[src/rtl/pmc_pkg.sv]
package pmc_pkg;
    localparam int EXC_W  = 9;
    localparam int MODE_W = 2;

    typedef enum logic [MODE_W-1:0] {
        ST_PRIV_THREAD  = 2'b00,
        ST_USER_THREAD  = 2'b01,
        ST_PRIV_HANDLER = 2'b10
    } ctx_e;
endpackage

[src/rtl/pmc_ctx_fsm.sv]
module pmc_ctx_fsm
    import pmc_pkg::*;
(
    input  logic clk,
    input  logic rst_n,
    input  logic enter_i,
    input  logic ret_i,
    input  logic drop_i,
    output ctx_e state_o,
    output logic ret_take_o
);
    ctx_e state_q, state_d;
    logic saved_user_q, saved_user_d;

    always_ff @(posedge clk or negedge rst_n) begin
        if (!rst_n) begin
            state_q      <= ST_PRIV_THREAD;
            saved_user_q <= 1'b0;
        end else begin
            state_q      <= state_d;
            saved_user_q <= saved_user_d;
        end
    end

    always_comb begin
        state_d      = state_q;
        saved_user_d = saved_user_q;
        ret_take_o   = 1'b0;
        unique case (state_q)
            ST_PRIV_THREAD: begin
                if (enter_i) begin
                    state_d      = ST_PRIV_HANDLER;
                    saved_user_d = 1'b0;
                end else if (drop_i) begin
                    state_d = ST_USER_THREAD;
                end
            end
            ST_USER_THREAD: begin
                if (enter_i) begin
                    state_d      = ST_PRIV_HANDLER;
                    saved_user_d = 1'b1;
                end
            end
            ST_PRIV_HANDLER: begin
                if (!enter_i && ret_i) begin
                    ret_take_o = 1'b1;
                    state_d    = saved_user_q ? ST_USER_THREAD : ST_PRIV_THREAD;
                end
            end
            default: state_d = ST_PRIV_THREAD;
        endcase
    end

    assign state_o = state_q;


    enter_handler_chk: assert property (@(posedge clk) disable iff (!rst_n)
        enter_i |=> state_q == ST_PRIV_HANDLER);

    user_exit_chk: assert property (@(posedge clk) disable iff (!rst_n)
        (state_q == ST_USER_THREAD && !enter_i) |=> state_q == ST_USER_THREAD);

    drop_handler_chk: assert property (@(posedge clk) disable iff (!rst_n)
        (state_q == ST_PRIV_HANDLER && !ret_i) |=> state_q == ST_PRIV_HANDLER);
endmodule

[src/rtl/pmc_excnum_reg.sv]
module pmc_excnum_reg #(
    parameter int W = 9
) (
    input  logic         clk,
    input  logic         rst_n,
    input  logic         load_i,
    input  logic         clear_i,
    input  logic [W-1:0] num_i,
    output logic [W-1:0] num_o
);
    always_ff @(posedge clk or negedge rst_n) begin
        if (!rst_n)       num_o <= '0;
        else if (load_i)  num_o <= num_i;
        else if (clear_i) num_o <= '0;
    end


    num_load_chk: assert property (@(posedge clk) disable iff (!rst_n)
        load_i |=> num_o == $past(num_i));

    num_clear_chk: assert property (@(posedge clk) disable iff (!rst_n)
        (clear_i && !load_i) |=> num_o == '0);
endmodule

[src/rtl/pmc_access_guard.sv]
module pmc_access_guard
    import pmc_pkg::*;
(
    input  logic clk,
    input  logic rst_n,
    input  ctx_e state_i,
    input  logic access_i,
    output logic fault_o,
    output logic psp_sel_o
);
    logic at_user;
    assign at_user = (state_i == ST_USER_THREAD);

    always_ff @(posedge clk or negedge rst_n) begin
        if (!rst_n) fault_o <= 1'b0;
        else        fault_o <= access_i && at_user;
    end

    assign psp_sel_o = at_user;


    priv_no_fault_chk: assert property (@(posedge clk) disable iff (!rst_n)
        (state_i != ST_USER_THREAD) |=> !fault_o);

    user_fault_chk: assert property (@(posedge clk) disable iff (!rst_n)
        (access_i && state_i == ST_USER_THREAD) |=> fault_o);
endmodule

[src/rtl/pmc_priv_mode_ctrl.sv]
module pmc_priv_mode_ctrl
    import pmc_pkg::*;
#(
    parameter int EXC_WIDTH = EXC_W
) (
    input  logic                 clk,
    input  logic                 rst_n,
    input  logic                 exc_enter_i,
    input  logic [EXC_WIDTH-1:0] exc_num_i,
    input  logic                 exc_return_i,
    input  logic                 drop_req_i,
    input  logic                 prot_access_i,
    output logic [1:0]           mode_o,
    output logic [EXC_WIDTH-1:0] exc_num_o,
    output logic                 fault_o,
    output logic                 psp_sel_o
);
    ctx_e state;
    logic ret_take;

    pmc_ctx_fsm u_fsm (
        .clk       (clk),
        .rst_n     (rst_n),
        .enter_i   (exc_enter_i),
        .ret_i     (exc_return_i),
        .drop_i    (drop_req_i),
        .state_o   (state),
        .ret_take_o(ret_take)
    );

    pmc_excnum_reg #(.W(EXC_WIDTH)) u_num (
        .clk    (clk),
        .rst_n  (rst_n),
        .load_i (exc_enter_i),
        .clear_i(ret_take),
        .num_i  (exc_num_i),
        .num_o  (exc_num_o)
    );

    pmc_access_guard u_guard (
        .clk      (clk),
        .rst_n    (rst_n),
        .state_i  (state),
        .access_i (prot_access_i),
        .fault_o  (fault_o),
        .psp_sel_o(psp_sel_o)
    );

    assign mode_o = state;


    mode_legal_chk: assert property (@(posedge clk) disable iff (!rst_n)
        mode_o != 2'b11);

    stack_sel_chk: assert property (@(posedge clk) disable iff (!rst_n)
        psp_sel_o == (mode_o == 2'b01));

    thread_ret_ignored_chk: assert property (@(posedge clk) disable iff (!rst_n)
        (!mode_o[1] && !exc_enter_i) |=> $stable(exc_num_o));
endmodule

[config.mk]
export PLATFORM = sky130hd
export DESIGN_NAME = pmc_priv_mode_ctrl
export DESIGN_NICKNAME = d
export VERILOG_FILES = /design/src/rtl/pmc_pkg.sv /design/src/rtl/pmc_ctx_fsm.sv /design/src/rtl/pmc_excnum_reg.sv /design/src/rtl/pmc_access_guard.sv /design/src/rtl/pmc_priv_mode_ctrl.sv
export SDC_FILE = /design/constraint.sdc
export NUM_CORES = 1
export LEC_CHECK = 0
export BUFFER_PORTS_ARGS = -buffer_cell sky130_fd_sc_hd__buf_2
export CAP_MARGIN = 20
export CORE_MARGIN = 1.5
export CORE_UTILIZATION = 37
export CTS_CLUSTER_DIAMETER = 40
export DETAILED_ROUTE_END_ITERATION = 12
export PLACE_DENSITY = 0.71
export SETUP_SLACK_MARGIN = 0.5
export SLEW_MARGIN = 5
export SYNTH_ARGS = -nofsm -noshare
export SYNTH_HDL_FRONTEND = slang
export SYNTH_HIERARCHICAL = 1
export SYNTH_SLANG_ARGS = --single-unit
[constraint.sdc]
create_clock -name clk -period 1.6 [get_ports clk]
set_input_delay 0.32 -clock clk [delete_from_list [all_inputs] [get_ports clk]]
set_output_delay 0.32 -clock clk [all_outputs]
set_load 0.02 [all_outputs]
==> flow_summary.ini <==
[placed_design]
hpwl_um = 773
globalplace.congestion = 0.583
post-place-cells = 76
portBuffers = 27

[critical_path]
cp_cell_sequence = nor2b_4, buf_6
rrSetupSlack_ns = 0.32
critical_path.startpoint = u_fsm/state_o[0]$_DFFE_PN0P_
worstPathMaxFanout = 5
worstSetupEndpoint = psp_sel_o
crit_required_ns = 1.28
cp.arrival_ns = 1.00
slowest_delay_ns = 0.46
rr_endpoint = u_num/num_o[5]$_DFFE_PN0P_
rr_worst_depth = 4
timing.rr.start = u_fsm/state_o[0]$_DFFE_PN0P_
cp-end-kind = output port
slowest_stage = dfrtp_2
cp-start-kind = register
critPathKind = reg -> out

[timing]
period_share_pct = 82.7
setup_viol = 0
rsz0062_at_grt = yes
skew_ns = 0.00150
relSlewSlack_pct = 80.8
finalSetupTns_ns = 0
finalHoldViolations = 0
tightest_slew_ns = 0.287
slew_violations = 0
fin_crit_ns = 1.32
fmax_mhz = 756

[die]
coreArea_um2 = 1300
rows = 13
io_pins = 28
start_util_pct = 39.9
die_y_um = 40.5
die_w_um = 40.5
die_area_um2 = 1640

[drt]
remaining_drc_errors = 0
drt-wirelength-per-cell_um = 15.3
drt_pass1_iterations = 2
drt_first_iter_violations = 2
viasPerCell = 4.90
ant_nets = 0
wl_um = 1500
vias = 480

[grt]
antenna_found_initial = 0
grt_pass1_wl_um = 1920
grt_max_degree = 15
gr-usage-all-layers_pct = 18.8
grt_pass1_vias = 420
grt_overflow = 0

[clock_tree]
cts_buffers = 3
cts.path.max_buffers = 2
clock-root-buffer = clkbuf_4
clock_sinks = 13
h-tree-depth = 1
clkTransAtPathRegs_ns = 0.08
cts_tree = built
insertion_delay_ns = 0.27

[synthesis]
ys_seq_area_share_pct = 62.7
yosys.area_share.simple_pct = 12.8
synth_compound_area_share_pct = 19.5
synth_fp_nets = 49
synthMuxAreaShare_pct = 2.89
synth_xor_xnor_area_share_pct = 0
ys_seq_elements = 13
avgSynthCellArea_um2 = 15.3
syn_inst = 34
syn_area_um2 = 519
synth_fa_ha_area_share_pct = 0
synth_top_family_by_area = compound AO/OA/AOI/OAI gates
ys_warn_count = 6
ys_types = 14

[power_and_ir_drop]
swShare_pct = 28.2
vdd_drop_max_mv = 0.542
seqPwrFrac_pct = 45.0
leakage_nw = 0.507
p_sw_uw = 243
power_frac_comb_pct = 31.7
finalPower_uw = 865
p_int_uw = 621
clkPwrFrac_pct = 23.3
p_per_area_nw_per_um2 = 873

[finish]
drive_above_1_share_pct = 69.9
final_cell_mix = buf_6 (20), buf_2 (14), dfrtp_1 (11)
nNetsFinal = 99
final_common_cell = buf_6
multi_input_area_um2 = 238
fillers = 91
seqCellArea_um2 = 328
final_cells = 98
num_antenna_cells = 0
area_growth_pct = 90.8

[run_status]
status = finished, final reports clean

[worst_hold_path]
hp-class = in -> reg

[run]
maxCapViolations = 0
stage by stage:
stage / setup slack [ns] / utilization (%) / instance area (µm²) / hold WS, ns
2_1_floorplan: 0.343 / - / 539 / 0.0244
3_3_place_gp: 0.350 / 53.0 / 689 / 0.213
3_5_place_dp: 0.325 / 53.0 / 689 / 0.216
4_1_cts: 0.282 / 68.7 / 893 / 0.268
5_1_grt: 0.254 / 76.2 / 991 / 0.278
6_report: 0.277 / 76.2 / 991 / 0.279
state kept, by name, summed over array words and instances, names as in the netlist:
signal              count
u_num/num_o             9
u_guard/fault_o         1
u_fsm/saved_user_q      1
u_fsm/state_o           2
worst max-delay path: cells and delay by family, from the launching register on:
kind                   cells  cell delay (ns)
buffers and inverters      1             0.13
flip-flops                 1             0.46
AND/OR/NAND/NOR            1             0.14
layer usage:
layer | up-vias | track usage [%] | part of all wire (%)
li1 | 230 | - | -
met4 | 0 | 10.0 | 1.3
met2 | 22 | 27.8 | 51
met5 | - | 0 | 0
met1 | 226 | 24.5 | 41
met3 | 2 | 5.56 | 6.4
cells by family (layout without fill, tap and decap cells):
logic type,Yosys count,count (layout)
flops,13,13
compound gates,12,12
simple gates,7,8
mux,1,1
buf+inv,1,49
worst min-delay path by stage:
stage / start / endpoint / cells after the start / slack [ns]
finish: exc_num_i[4] / u_num/num_o[4]$_DFFE_PN0P_ / 2 / 0.28
global route: exc_num_i[6] / u_num/num_o[6]$_DFFE_PN0P_ / 2 / 0.28
CTS: exc_num_i[3] / u_num/num_o[3]$_DFFE_PN0P_ / 2 / 0.27
detailed placement: rst_n / u_num/num_o[4]$_DFFE_PN0P_ / 1 / 0.22
global placement: rst_n / u_num/num_o[4]$_DFFE_PN0P_ / 1 / 0.21
floorplan: rst_n / u_fsm/saved_user_q$_DFFE_PN0P_ / 0 / 0.02
power groups by stage:
stage	clock (mW)	combinational, mW	sequential [mW]
after floorplan	0	0.0598	0.420
final	0.201	0.274	0.389
after CTS	0.202	0.226	0.387
after global routing	0.214	0.293	0.394
after global placement	0	0.150	0.389
after detailed placement	0	0.153	0.390
final cells by class:
class / instances / share of cell area (%)
clock buffers: 4 / 2.65
multi-input cells: 21 / 24.0
flip-flops and latches: 13 / 33.1
well taps: 15 / 1.89
repair buffers: 45 / 38.4
cell usage after synthesis (all sizes together):
library cell / number / area (µm²)
a21oi: 1 / 5.00
nand2b: 1 / 6.26
nor2b: 2 / 12.5
o21bai: 1 / 7.51
nor2: 1 / 20.0
and3b: 1 / 8.76
nand4b: 1 / 8.76
buf: 1 / 11.3
nor4bb: 1 / 10.0
a22o: 9 / 80.1
dfrtp: 13 / 325
mux2: 1 / 15.0
a2bb2oi: 1 / 8.76
timing repair:
item | CTS | global route
pin swaps | 7 | 1
hold endpoints to repair | 13 | 0
gates cloned | 1 | 0
hold buffers | 1 | 0
endpoints found under the setup margin | 22 | 24
buffers inserted | 11 | 5
resized for setup | 23 | 15
Note: power is estimated with default switching activity, not from simulation.
